[config.mk]
export PLATFORM = sky130hd
export DESIGN_NAME = uart_irq_ctrl
export DESIGN_NICKNAME = d
export VERILOG_FILES = /design/src/rtl/uart_irq_pkg.sv /design/src/rtl/uart_irq_enreg.sv /design/src/rtl/uart_irq_thre_pend.sv /design/src/rtl/uart_irq_arbiter.sv /design/src/rtl/uart_irq_ctrl.sv
export SDC_FILE = /design/constraint.sdc
export NUM_CORES = 1
export LEC_CHECK = 0
export ABC_AREA = 0
export BUFFER_PORTS_ARGS = -buffer_cell sky130_fd_sc_hd__buf_2
export CORE_MARGIN = 2
export CORE_UTILIZATION = 35
export DETAILED_ROUTE_END_ITERATION = 8
export GPL_TIMING_DRIVEN = 0
export PLACE_DENSITY = 0.68
export SLEW_MARGIN = 40
export SYNTH_ARGS = -nofsm -noshare
export SYNTH_HDL_FRONTEND = slang
export SYNTH_SLANG_ARGS = --single-unit
[constraint.sdc]
create_clock -name clk -period 1.3 [get_ports clk]
set_input_delay 0 -clock clk [delete_from_list [all_inputs] [get_ports clk]]
set_output_delay 0 -clock clk [all_outputs]
set_load 0.01 [all_outputs]
[src/rtl/uart_irq_pkg.sv]
package uart_irq_pkg;
  localparam int IEN_W = 6;
  localparam int CODE_W = 4;

  localparam logic [CODE_W-1:0] CODE_LSR  = 4'b0110;
  localparam logic [CODE_W-1:0] CODE_RDA  = 4'b0100;
  localparam logic [CODE_W-1:0] CODE_RTO  = 4'b1100;
  localparam logic [CODE_W-1:0] CODE_THRE = 4'b0010;
  localparam logic [CODE_W-1:0] CODE_MSR  = 4'b0000;
  localparam logic [CODE_W-1:0] CODE_NONE = 4'b0001;

  typedef struct packed {
    logic lsr;
    logic rda;
    logic rto;
    logic thre;
    logic msr;
  } irq_vec_t;

  localparam int NSRC = $bits(irq_vec_t);
endpackage

[src/rtl/uart_irq_enreg.sv]
module uart_irq_enreg
  import uart_irq_pkg::*;
#(
  parameter int ADDR_W  = 3,
  parameter int DATA_W  = 8,
  parameter int IER_OFS = 1
) (
  input  logic              clk,
  input  logic              rst,
  input  logic              dlab,
  input  logic [ADDR_W-1:0] reg_addr,
  input  logic              reg_wr,
  input  logic [DATA_W-1:0] reg_wdata,
  output logic [IEN_W-1:0]  ien_q,
  output irq_vec_t          eff_en
);
  localparam int BIT_COMP = 5;
  localparam int BIT_RTO  = 4;
  localparam int BIT_MSR  = 3;
  localparam int BIT_LSR  = 2;
  localparam int BIT_THRE = 1;
  localparam int BIT_RDA  = 0;

  logic hit;
  assign hit = reg_wr && !dlab && (reg_addr == ADDR_W'(IER_OFS));

  always_ff @(posedge clk) begin
    if (rst) ien_q <= '0;
    else if (hit) ien_q <= reg_wdata[IEN_W-1:0];
  end

  always_comb begin
    eff_en.lsr  = ien_q[BIT_LSR];
    eff_en.rda  = ien_q[BIT_RDA];
    eff_en.thre = ien_q[BIT_THRE];
    eff_en.msr  = ien_q[BIT_MSR];
    eff_en.rto  = ien_q[BIT_COMP] ? ien_q[BIT_RTO] : ien_q[BIT_RDA];
  end
endmodule

[src/rtl/uart_irq_thre_pend.sv]
module uart_irq_thre_pend #(
  parameter int ADDR_W  = 3,
  parameter int THR_OFS = 0,
  parameter int IIR_OFS = 2
) (
  input  logic              clk,
  input  logic              rst,
  input  logic              dlab,
  input  logic [ADDR_W-1:0] reg_addr,
  input  logic              reg_wr,
  input  logic              reg_rd,
  input  logic              thre_set,
  input  logic              thre_reported,
  output logic              pend_q
);
  logic clr;
  assign clr = (reg_wr && !dlab && (reg_addr == ADDR_W'(THR_OFS)))
             || (reg_rd && (reg_addr == ADDR_W'(IIR_OFS)) && thre_reported);

  always_ff @(posedge clk) begin
    if (rst) pend_q <= 1'b0;
    else if (thre_set) pend_q <= 1'b1;
    else if (clr) pend_q <= 1'b0;
  end
endmodule

[src/rtl/uart_irq_arbiter.sv]
module uart_irq_arbiter
  import uart_irq_pkg::*;
(
  input  irq_vec_t          pend,
  input  irq_vec_t          en,
  output logic              irq,
  output logic [CODE_W-1:0] code
);
  irq_vec_t act;
  assign act = pend & en;
  assign irq = |act;

  always_comb begin
    if (act.lsr)       code = CODE_LSR;
    else if (act.rda)  code = CODE_RDA;
    else if (act.rto)  code = CODE_RTO;
    else if (act.thre) code = CODE_THRE;
    else if (act.msr)  code = CODE_MSR;
    else               code = CODE_NONE;
  end
endmodule

[src/rtl/uart_irq_ctrl.sv]
module uart_irq_ctrl
  import uart_irq_pkg::*;
#(
  parameter int ADDR_W  = 3,
  parameter int DATA_W  = 8,
  parameter int THR_OFS = 0,
  parameter int IER_OFS = 1,
  parameter int IIR_OFS = 2
) (
  input  logic              clk,
  input  logic              rst,
  input  logic              dlab,
  input  logic [ADDR_W-1:0] reg_addr,
  input  logic              reg_wr,
  input  logic              reg_rd,
  input  logic [DATA_W-1:0] reg_wdata,
  output logic [DATA_W-1:0] reg_rdata,
  input  logic              rda_cond,
  input  logic              lsr_cond,
  input  logic              msr_cond,
  input  logic              rto_cond,
  input  logic              thre_set,
  output logic              irq,
  output logic [3:0]        iid
);
  logic [IEN_W-1:0]  ien_q;
  irq_vec_t          eff_en;
  irq_vec_t          pend;
  logic              thre_pend;
  logic [CODE_W-1:0] code;

  uart_irq_enreg #(.ADDR_W(ADDR_W), .DATA_W(DATA_W), .IER_OFS(IER_OFS)) u_en (
    .clk(clk), .rst(rst), .dlab(dlab), .reg_addr(reg_addr), .reg_wr(reg_wr),
    .reg_wdata(reg_wdata), .ien_q(ien_q), .eff_en(eff_en)
  );

  uart_irq_thre_pend #(.ADDR_W(ADDR_W), .THR_OFS(THR_OFS), .IIR_OFS(IIR_OFS)) u_thre (
    .clk(clk), .rst(rst), .dlab(dlab), .reg_addr(reg_addr), .reg_wr(reg_wr),
    .reg_rd(reg_rd), .thre_set(thre_set), .thre_reported(code == CODE_THRE),
    .pend_q(thre_pend)
  );

  always_comb begin
    pend.lsr  = lsr_cond;
    pend.rda  = rda_cond;
    pend.rto  = rto_cond;
    pend.thre = thre_pend;
    pend.msr  = msr_cond;
  end

  uart_irq_arbiter u_arb (.pend(pend), .en(eff_en), .irq(irq), .code(code));

  assign iid = code;

  always_comb begin
    reg_rdata = '0;
    if (!dlab && reg_addr == ADDR_W'(IER_OFS)) reg_rdata[IEN_W-1:0] = ien_q;
    else if (reg_addr == ADDR_W'(IIR_OFS))     reg_rdata[CODE_W-1:0] = code;
  end
endmodule

-- Yosys cells after proc, flatten, opt, wreduce, memory -nomap -nowiden
Cells that the tools add are included.
- register bits: 7
- bits of input ports: 21
- output and inout port bits: 13
- word-level logic and storage cells: 28
- eq/ne operators: 3
- muxes and demuxes: 11
- bitwise gates (word level): 1
- reductions and logical operators: 11
- operators with widths (cell ; number):
    $mux W4 ; 6
    $logic_and A1 B1 Y1 ; 6
    $and A5 B5 Y5 ; 1
    $reduce_or A5 Y1 ; 1
    $eq A4 B2 Y1 const B ; 1
    $mux W1 ; 4
    $eq A3 B1 Y1 const B ; 1
    $eq A3 B2 Y1 const B ; 1
    $logic_not A3 Y1 ; 1
    $mux W2 ; 1
    $reduce_bool A2 Y1 ; 1
    $logic_not A1 Y1 ; 1
    $logic_or A1 B1 Y1 ; 1

-- Depth between registers and ports, before layout
Gate-level depths: netlist (run 1).
- depth in word-level cells: 12
- depth in mapped cells: 4

-- Modules after synthesis
A second synthesis (run 1) with hierarchy kept.
- cell total of the unflattened synthesis: 67
- area total of the unflattened synthesis: 590.6 um2
- by module, submodules not included (module ; instances ; cells each ; area an instance (um2) ; seq. area each (um2)):
    uart_irq_enreg ; 1 ; 33 ; 325.3 ; 120.1
    uart_irq_ctrl ; 1 ; 19 ; 146.4 ; 0.0
    uart_irq_arbiter ; 1 ; 9 ; 61.3 ; 0.0
    uart_irq_thre_pend ; 1 ; 6 ; 57.6 ; 20.0

-- Worst setup path after synthesis (run 1)
No wires, ideal clock.
- path kind: register to output
- start point: register u_en.ien_q[5]
- end point: output reg_rdata[0]
- arrival: 1230 ps
- data required time: 1300 ps
- setup slack: 70 ps
- cell stages (with the launch flop): 4
- path buffers: 0
- cell sequence: dfxtp_1 mux2_4 a211oi_4 a22o_1
- cells in the longest elaborated chain, start to end: 7
- ends and longest elaborated chain (element ; RTL line ; text):
    start: declaration ; uart_irq_enreg.sv:14 ; output logic [IEN_W-1:0] ien_q,
    start signal: assignment ; uart_irq_enreg.sv:29 ; else if (hit) ien_q <= reg_wdata[IEN_W-1:0];
    $mux W1 ; uart_irq_enreg.sv:37 ; eff_en.rto = ien_q[BIT_COMP] ? ien_q[BIT_RTO] : ien_q[BIT_RDA];
    $and A5 B5 Y5 ; uart_irq_arbiter.sv:10 ; assign act = pend & en;
    $mux W4 ; uart_irq_arbiter.sv:16 ; else if (act.rto) code = CODE_RTO;
    $mux W4 ; uart_irq_arbiter.sv:15 ; else if (act.rda) code = CODE_RDA;
    $mux W4 ; uart_irq_arbiter.sv:14 ; if (act.lsr) code = CODE_LSR;
    net iid[0] ; uart_irq_ctrl.sv:24 ; output logic [3:0] iid
    $mux W4 ; uart_irq_ctrl.sv:58 ; else if (reg_addr == ADDR_W'(IIR_OFS)) reg_rdata[CODE_W-1:0] = code;
    $mux W4 ; uart_irq_ctrl.sv:57 ; if (!dlab && reg_addr == ADDR_W'(IER_OFS)) reg_rdata[IEN_W-1:0] = ien_q;
    end: declaration ; uart_irq_ctrl.sv:17 ; output logic [DATA_W-1:0] reg_rdata,
The timed path passes the listed nets, and every way through them passes these cells.

-- Worst setup path in the final report (run 1)
- start point: register u_en.ien_q[5]
- end point: output reg_rdata[0]
- cells in the longest elaborated chain, start to end: 7
- ends and longest elaborated chain (element ; RTL line):
    $mux W1 ; uart_irq_enreg.sv:37
    $and A5 B5 Y5 ; uart_irq_arbiter.sv:10
    $mux W4 ; uart_irq_arbiter.sv:16
    $mux W4 ; uart_irq_arbiter.sv:15
    $mux W4 ; uart_irq_arbiter.sv:14
    $mux W4 ; uart_irq_ctrl.sv:58
    $mux W4 ; uart_irq_ctrl.sv:57
Every way passes these cells.

==> impl_metrics.env, run 1 <==
export IMPL_outcome="finished, violations left"
export IMPL_violations="setup timing"
export IMPL_yosys_area_top_type="dfxtp_1"
export IMPL_antenna_found_initial=0
export IMPL_pwr_density_cell_nw_per_um2=644.1
export IMPL_synth_top_cells_by_count="7 x dfxtp_1, 7 x o21ai_0, 6 x nand2_1, 6 x nand4b_1, 5 x nand2b_1"
export IMPL_synth_ff_type="dfxtp_1"
export IMPL_drv_cap=0
export IMPL_wl_um=1403
export IMPL_fin_ws_ns=-0.1642
export IMPL_grt_max_degree=11
export IMPL_grt_overflow=0
export IMPL_crit_path_end_kind="output port"
export IMPL_drt_pre_antenna_iters=4
export IMPL_hold_viol=0
export IMPL_rsz0062_at_grt="yes"
export IMPL_synth_cell_types=28
export IMPL_io_pins=34
export IMPL_clkLatencyLatePin_ns=0.25
export IMPL_met3_usage=0.03333
export IMPL_path_max_fanout=3
export IMPL_die_y_um=43.53
export IMPL_area_growth_pct=47.14
export IMPL_core_area_um2=1489
export IMPL_endpoint="reg_rdata[0]"
export IMPL_yosysWarningCount=0
export IMPL_multi_input_area_um2=391.6
export IMPL_synth_top_area_share=0.2563
export IMPL_cts_htree_levels=1
export IMPL_setup_tns_final_ns=-0.6141
export IMPL_initial_core_util=0.3672
export IMPL_path_class="reg -> out"
export IMPL_grtUsageMet2=0.2657
export IMPL_critPathArrivalTime_ns=1.46
export IMPL_filler_cell_count=152
export IMPL_synth_edf_count=0
export IMPL_nNetsFinal=126
export IMPL_worstSetupStartpoint="u_en.ien_q[5]"
export IMPL_grt_busiest_layer="met2"
export IMPL_ys_seq_area_frac=0.2563
export IMPL_avgViaCountPerCell=5.108
export IMPL_hold_path_class="in -> reg"
export IMPL_port_buffers=29
export IMPL_reg2regPathDepth=3
export IMPL_synthCells=66
export IMPL_die_area_um2=1894
export IMPL_num_antenna_cells=0
export IMPL_seq_area_um2=150.1
export IMPL_drt_wirelength_per_cell_um=11.69
export IMPL_path_clk_slew_ns=0.05
export IMPL_fin_crit_ns=1.464
export IMPL_syn_area_um2=546.8
export IMPL_timing_rr_start="u_en.ien_q[5]"
export IMPL_vdd_drop_max_mv=0.3890
export IMPL_fmax_ghz=0.6830
export IMPL_antenna_left=0
export IMPL_rows=14
export IMPL_num_vias=613
export IMPL_drt_iter0_markers=5
export IMPL_maxSlewViolCount=0
export IMPL_drc=0
export IMPL_grtUsageMet1=0.2036
export IMPL_root_buffer="clkbuf_4"
export IMPL_syn_area_per_cell_um2=8.284
export IMPL_grt_pass1_vias=577
export IMPL_layout_drive_gt1_share=0.4712
export IMPL_track_usage=0.1618
export IMPL_asyncSetResetFlopFracSynth=0
export IMPL_clockBufferDepth=2
export IMPL_utilization=0.5403
export IMPL_die_w_um=43.53
export IMPL_clock_sinks=7
export IMPL_finalWeightedCongestion=0.7836
export IMPL_synth_seq_cells=7
export IMPL_required_ns=1.30
export IMPL_leakagePower_uw=0.0003860
export IMPL_cts_tree="done"
export IMPL_fin_crit_sh=1.126
export IMPL_critPathLaunchType="register"
export IMPL_clock_skew_ns=0.0008663
export IMPL_min_path_cells=3
export IMPL_reg2reg_setup_slack_ns=0.14
export IMPL_setup_viol=9
export IMPL_hpwl_um=1078
export IMPL_grt_pass1_wl_um=2339
export IMPL_reg2reg_to="u_thre.pend_q"
export IMPL_cts_inserted_buffers=3
export IMPL_synth_area_top_cells="dfxtp_1 26%, nand4b_1 9.6%, a22o_1 6.4%"
-- cell families (layout without fill, tap and decap cells) --
group	Yosys count	in the layout	share of synthesized area
AO/OA/AOI/OAI	17	17	0.2357
buffers and inverters	7	44	0.06405
flip-flops	7	7	0.2563
multiplexers	2	2	0.04576
other	1	2	0.006858
AND/OR/NAND/NOR	32	32	0.3913
-- layer usage --
layer	part of all wire	vias up	routed length (um)
met5	0	-	0
met4	0.010	0	14
met3	0.051	2	72
met2	0.49	19	685
met1	0.45	280	630
li1	-	312	-
-- per-stage QoR --
stage / instance area [um2] / hold slack (ns) / total power, uW / worst slack (ns) / cells
3_5_place_dp: 715.7 / 0.2644 / 321.5 / -0.01262 / 112
6_report: 804.5 / 0.006471 / 518.2 / -0.1642 / 120
4_1_cts: 773.2 / 0.002780 / 525.8 / -0.1763 / 118
2_1_floorplan: 550.5 / 0.04894 / 271.0 / 0.06998 / 67
3_3_place_gp: 715.7 / 0.2547 / 320.6 / 0.02124 / 112
5_1_grt: 804.5 / 0.01908 / 557.6 / -0.2106 / 120
-- layout make-up --
type                       count  share of cell area
multi-input combinational     53              0.4868
clock buffer                   4             0.03266
buffer                         4             0.02955
inverter                       3             0.01400
tap                           16             0.02488
sequential                     7              0.1866
timing repair buffer          33              0.2255
-- how the worst min path moves through the flow --
stage / to / start / slack [ns]
detailed placement: u_en.ien_q[2] / reg_wdata[2] / 0.26
finish: u_en.ien_q[5] / reg_wdata[5] / 0.006
floorplan: iid[0] / rto_cond / 0.05
global placement: u_en.ien_q[5] / reg_wdata[5] / 0.25
global route: u_en.ien_q[1] / reg_wdata[1] / 0.02
CTS: u_en.ien_q[5] / reg_wdata[5] / 0.003
-- power by group --
part           total, uW  switching, uW  internal, uW  leakage (uW)
clock                198           80.8           117     0.0000150
combinational        100           48.2          51.8      0.000312
sequential           220           3.98           216     0.0000594
-- cells in the final DEF, fill, tap and decap left out --
cell	Yosys	final
a22o_4	0	1
dfxtp_4	0	2
a22o_1	4	3
nor4b_1	1	1
a21oi_1	1	1
nor3b_1	1	1
nand2_1	6	5
dfxtp_1	7	3
clkbuf_1	1	2
buf_6	0	1
buf_4	2	4
buf_2	1	30
mux2_4	1	1
nand4b_1	6	6
inv_1	3	3
or2b_1	1	1
o21ai_0	7	7
dfxtp_2	0	2
dlygate4sd3_1	0	1
a211o_1	1	1
and2_1	4	4
nor2b_1	1	1
conb_1	1	2
clkbuf_4	0	3
a41oi_1	1	1
o2111ai_1	1	1
o31ai_2	0	1
and2_2	1	1
mux2i_1	1	1
nor2_1	3	3
nand3_1	2	2
nand2b_1	5	5
a211oi_4	1	1
nand2_2	0	1
nor4b_4	1	1
-- worst max-delay path, stage by stage, from the launching register on --
cell      delay [ns]
dfxtp_4         0.35
mux2_4          0.32
a211oi_4        0.25
a22o_1          0.17
buf_2           0.12
-- registers in the layout (all words and copies together) (netlist names) --
| name | count |
|---|---|
| u_en.ien_q | 6 |
| u_thre.pend_q | 1 |
-- timing repair --
action	CTS	global route
gates resized for setup	4	6
pin swaps	2	3
endpoints found under the setup margin	8	8
cloned	0	0
hold buffers	1	0
buffers inserted	1	2
hold endpoints to repair	1	0
(Power assumes the default switching activity.)
==> run 2, diff against run 1 <==
- GPL_TIMING_DRIVEN: 0 -> unset
==> run 2 against run 1 <==
  * Combinational power hardly changed
  * Worst setup slack improved by 0.045 ns
  * Largest power group unchanged
  * Global-route usage decreased by 0.16 points
  * Final area shrank 0.78%
  * Critical path type unchanged
  * The flow still finishes with violations (setup timing)
==> impl_metrics.env, run 2 (same netlist as run 1, synthesis figures left out) <==
export IMPL_path_class="reg -> out"
export IMPL_path_max_fanout=3
export IMPL_track_usage=0.1602
export IMPL_layout_common_cells="29 x buf_2, 7 x o21ai_0, 6 x nand2_1, 6 x nand4b_1"
export IMPL_core_area_um2=1489
export IMPL_drv_cap=0
export IMPL_fin_hold_ws_ns=0.01517
export IMPL_hpwl_um=1142
export IMPL_port_buffers=29
export IMPL_vdd_drop_max_mv=0.4337
export IMPL_setup_tns_final_ns=-0.2580
export IMPL_cts_inserted_buffers=3
export IMPL_avgViaCountPerCell=5.142
export IMPL_nNetsFinal=126
export IMPL_antenna_found_initial=0
export IMPL_largest_register_ffs=6
export IMPL_grt_pass1_vias=523
export IMPL_cts_tree="done"
export IMPL_utilization=0.5361
export IMPL_io_pins=34
export IMPL_cts_htree_levels=1
export IMPL_outcome="finished, violations left"
export IMPL_drt_pre_antenna_iters=4
export IMPL_hold_path_class="in -> reg"
export IMPL_maxSlewViolCount=0
export IMPL_die_area_um2=1894
export IMPL_rows=14
export IMPL_cpPeakStageDelay_ns=0.33
export IMPL_critPathArrivalTime_ns=1.42
export IMPL_leakagePower_uw=0.0003793
export IMPL_path_clk_slew_ns=0.05
export IMPL_clock_sinks=7
export IMPL_layout_commonest_cell="buf_2"
export IMPL_grt_busiest_layer="met2"
export IMPL_setup_viol=5
export IMPL_post_cts_buffers=0
export IMPL_reg_largest_list="u_en.ien_q (6), u_thre.pend_q (1)"
export IMPL_fin_crit_ns=1.419
export IMPL_root_buffer="clkbuf_4"
export IMPL_clockBufferDepth=2
export IMPL_area_growth_pct=46.00
export IMPL_filler_cell_count=148
export IMPL_regMostFlops="u_en.ien_q"
export IMPL_pwr_density_cell_nw_per_um2=657.2
export IMPL_path_delay_family="compound AO/OA/AOI/OAI gates"
export IMPL_grt_pass1_wl_um=2256
export IMPL_fin_crit_sh=1.092
export IMPL_critPathLaunchType="register"
export IMPL_critical_path_slowest_cell="dfxtp_2"
export IMPL_hold_viol=0
export IMPL_clock_skew_ns=0.001864
export IMPL_fin_ws_ns=-0.1193
export IMPL_grt_overflow=0
export IMPL_num_antenna_cells=0
export IMPL_initial_core_util=0.3672
export IMPL_critPathBufInv=1
export IMPL_required_ns=1.30
export IMPL_rsz0062_at_grt="yes"
export IMPL_finalWeightedCongestion=0.7680
export IMPL_antenna_left=0
export IMPL_clkLatencyLatePin_ns=0.25
export IMPL_violations="setup timing"
export IMPL_crit_path_end_kind="output port"
export IMPL_fmax_ghz=0.7046
export IMPL_path_cells="mux2_4 -> a211oi_4 -> a22o_1 -> buf_2"
export IMPL_wl_um=1444
export IMPL_grt_max_degree=14
export IMPL_met3_usage=0.02917
export IMPL_grtUsageMet2=0.2597
export IMPL_drc=0
export IMPL_grtUsageMet1=0.1990
export IMPL_drt_iter0_markers=10
export IMPL_die_w_um=43.53
export IMPL_die_y_um=43.53
export IMPL_num_vias=617
export IMPL_layout_drive_gt1_share=0.4423
export IMPL_drt_wirelength_per_cell_um=12.03
run 2: changes by cell type in the layout (fill, tap and decap cells not counted), sizes merged:
| cell | previous run | this run |
|---|---|---|
| dlygate4sd3 | 1 | 3 |
| clkbuf | 5 | 4 |
| buf | 35 | 34 |
run 2: path summary, 6_finish.rpt:
kind | from | to | slack (ns) | cells after the start
setup / recovery | u_en.ien_q[5] | reg_rdata[0] | -0.12 | 4
hold / removal | reg_wdata[1] | u_en.ien_q[1] | 0.02 | 3
setup reg to reg | u_en.ien_q[5] | u_thre.pend_q | 0.17 | 3
hold reg to reg | u_en.ien_q[4] | u_en.ien_q[4] | 0.49 | 2
run 2: report_power, final:
| group | internal (uW) | switching, uW |
|---|---|---|
| registers | 218 | 4.08 |
| logic | 52.7 | 47.4 |
| clock network | 117 | 85.2 |
| total | 388 | 137 |
run 2: layer usage:
| metal | wire, um | vias up | share of wire |
|---|---|---|---|
| li1 | - | 312 | - |
| met1 | 642 | 280 | 0.44 |
| met2 | 706 | 22 | 0.49 |
| met3 | 64 | 3 | 0.044 |
| met4 | 30 | 0 | 0.021 |
| met5 | 0 | - | 0 |
run 2: worst register-to-register path, delay by kind of cell (launching register included):
| family | cells | cell delay (ns) |
|---|---|---|
| AOI/OAI and AO/OA | 2 | 0.35 |
| DFF | 1 | 0.33 |
| muxes | 1 | 0.32 |
run 2: repair_timing:
action | in CTS | in global routing
hold buffers | 3 | 0
setup endpoints to repair | 7 | 8
pin swaps | 2 | 1
hold endpoints to repair | 3 | 0
gates resized for setup | 5 | 1
run 2: final cells by class:
| cell class | count | area (um2) | area share |
|---|---|---|---|
| clock buffer | 4 | 26.28 | 0.03292 |
| multi-input combinational | 53 | 381.6 | 0.4781 |
| inverter | 3 | 11.26 | 0.01411 |
| timing repair buffer | 37 | 212.7 | 0.2665 |
| tap | 16 | 20.02 | 0.02508 |
| sequential | 7 | 146.4 | 0.1834 |
run 2: per-stage QoR:
step / instance area (um2) / instances / setup slack (ns) / power [uW]
2_1_floorplan: 550.5 / 67 / 0.06998 / 271.0
3_3_place_gp: 729.5 / 113 / 0.1059 / 319.4
3_5_place_dp: 729.5 / 113 / 0.08210 / 320.7
4_1_cts: 793.3 / 120 / -0.1355 / 533.0
5_1_grt: 798.3 / 120 / -0.1908 / 558.1
6_report: 798.3 / 120 / -0.1193 / 524.6
==> run 3, diff against run 2 <==
- CORE_UTILIZATION: 35 -> 25
- PLACE_DENSITY: 0.68 -> unset
==> run 3 against run 2 <==
  * The run still ends with setup timing left
  * Worst setup slack better by 0.0042 ns
  * Utilization is 14 points lower
  * Sequential share of layout area hardly changed
  * Non-clock buffer count is 2 lower
  * Combinational power is 5% lower
  * Register-to-register slack better by 0.06 ns
  * Fmax is 0.30% higher
  * Global-route usage is 4.3 points lower
  * Final area is 0.16% lower
  * Critical endpoint unchanged
  * Largest cell class unchanged
  * Highest routed layer is now met3
==> impl_metrics.env, run 3 (same netlist as run 1, synthesis figures left out) <==
export IMPL_outcome="finished, violations left"
export IMPL_violations="setup timing"
export IMPL_nNetsFinal=124
export IMPL_grt_pass1_wl_um=2256
export IMPL_crit_path_end_kind="output port"
export IMPL_hold_path_class="in -> reg"
export IMPL_num_vias=607
export IMPL_cts_htree_levels=1
export IMPL_setup_viol=4
export IMPL_num_antenna_cells=0
export IMPL_cts_tree="done"
export IMPL_leakagePower_uw=0.0003736
export IMPL_cts_inserted_buffers=3
export IMPL_grt_max_degree=14
export IMPL_pwr_density_cell_nw_per_um2=643.8
export IMPL_drc=0
export IMPL_vdd_drop_max_mv=0.3023
export IMPL_io_pins=34
export IMPL_drt_pre_antenna_iters=4
export IMPL_maxSlewViolCount=0
export IMPL_fin_crit_ns=1.415
export IMPL_path_class="reg -> out"
export IMPL_avgViaCountPerCell=4.705
export IMPL_die_y_um=50.77
export IMPL_critPathLaunchType="register"
export IMPL_required_ns=1.30
export IMPL_drt_iter0_markers=4
export IMPL_hold_viol=0
export IMPL_reg_largest_list="u_en.ien_q (6), u_thre.pend_q (1)"
export IMPL_fin_crit_sh=1.089
export IMPL_fmax_ghz=0.7067
export IMPL_drv_cap=0
export IMPL_critPathArrivalTime_ns=1.42
export IMPL_path_clk_slew_ns=0.05
export IMPL_layout_drive_gt1_share=0.4706
export IMPL_grt_pass1_vias=546
export IMPL_highest_layer="met3"
export IMPL_layout_common_cells="29 x buf_2, 7 x o21ai_0, 6 x nand2_1, 6 x nand4b_1"
export IMPL_regMostFlops="u_en.ien_q"
export IMPL_grt_overflow=0
export IMPL_area_growth_pct=45.77
export IMPL_hpwl_um=1172
export IMPL_initial_core_util=0.2704
export IMPL_root_buffer="clkbuf_4"
export IMPL_path_max_fanout=3
export IMPL_utilization=0.3942
export IMPL_rsz0062_at_grt="yes"
export IMPL_filler_cell_count=225
export IMPL_track_usage=0.1172
export IMPL_die_w_um=50.77
export IMPL_clock_sinks=7
export IMPL_clockBufferDepth=2
export IMPL_pre_cts_slack_ns=0.08858
export IMPL_fin_hold_ws_ns=0.01360
export IMPL_core_area_um2=2022
export IMPL_die_area_um2=2577
export IMPL_antenna_found_initial=0
export IMPL_fin_ws_ns=-0.1151
export IMPL_met3_length_um=93
export IMPL_clock_skew_ns=0.005158
export IMPL_dr_wl_met2_um=679
export IMPL_drt_wirelength_per_cell_um=11.21
export IMPL_port_buffers=29
export IMPL_clkLatencyLatePin_ns=0.25
export IMPL_finalWeightedCongestion=0.7428
export IMPL_layout_commonest_cell="buf_2"
export IMPL_drt_met1_wl_um=673
export IMPL_largest_register_ffs=6
export IMPL_antenna_left=0
export IMPL_wl_um=1446
export IMPL_rows=16
## run 3: cell count changes in the layout (fill, tap and decap cells not counted), sizes merged
| cell | delta |
|---|---|
| dlygate4sd3 | -3 |
| buf | +1 |
## run 3: cell type report
class	instances	area, um2	area share
Sequential cell	7	146.4	0.1837
Timing Repair Buffer	35	193.9	0.2433
Tap cell	27	33.78	0.04239
Multi-Input combinational cell	53	385.4	0.4835
Clock buffer	4	26.28	0.03297
Inverter	3	11.26	0.01413
## run 3: path summary, 6_finish.rpt
path	startpoint	to	slack, ns	cells after the start
hold reg to reg	u_en.ien_q[4]	u_en.ien_q[4]	0.49	2
hold / removal	reg_wdata[1]	u_en.ien_q[1]	0.01	3
setup reg to reg	u_en.ien_q[5]	u_thre.pend_q	0.23	3
setup / recovery	u_en.ien_q[5]	reg_rdata[0]	-0.12	4
## run 3: layer usage
metal	up-vias	GRT usage
met2	19	0.1886
met1	278	0.1385
met5	-	0
li1	310	-
met4	0	0.05405
met3	0	0.04167
## run 3: power by group
group	switching, uW	internal [uW]
Sequential	4.17	218
Clock	78.7	117
Combinational	47.6	47.8
## run 3: worst max-delay path, stage by stage (launching register included)
cell and delay [ns]:
dfxtp_2 0.33, mux2_4 0.33, a211oi_4 0.23, a22o_1 0.16, buf_2 0.12
## run 3: per-stage QoR
step | cells | power, uW | area (um2) | setup TNS [ns]
after global routing | 129 | 543.6 | 797.0 | -0.7442
after CTS | 128 | 521.2 | 775.7 | -0.3212
after detailed placement | 124 | 322.1 | 743.2 | 0
after global placement | 124 | 320.1 | 743.2 | 0
final | 129 | 513.1 | 797.0 | -0.1906
after floorplan | 67 | 271.0 | 550.5 | 0
## run 3: timing repair
action                                  in CTS  in global routing
endpoints found under the setup margin       6                  8
pin swaps                                    2                  2
setup buffers                                0                  1
hold buffers                                 0                  0
resized for setup                            4                  4
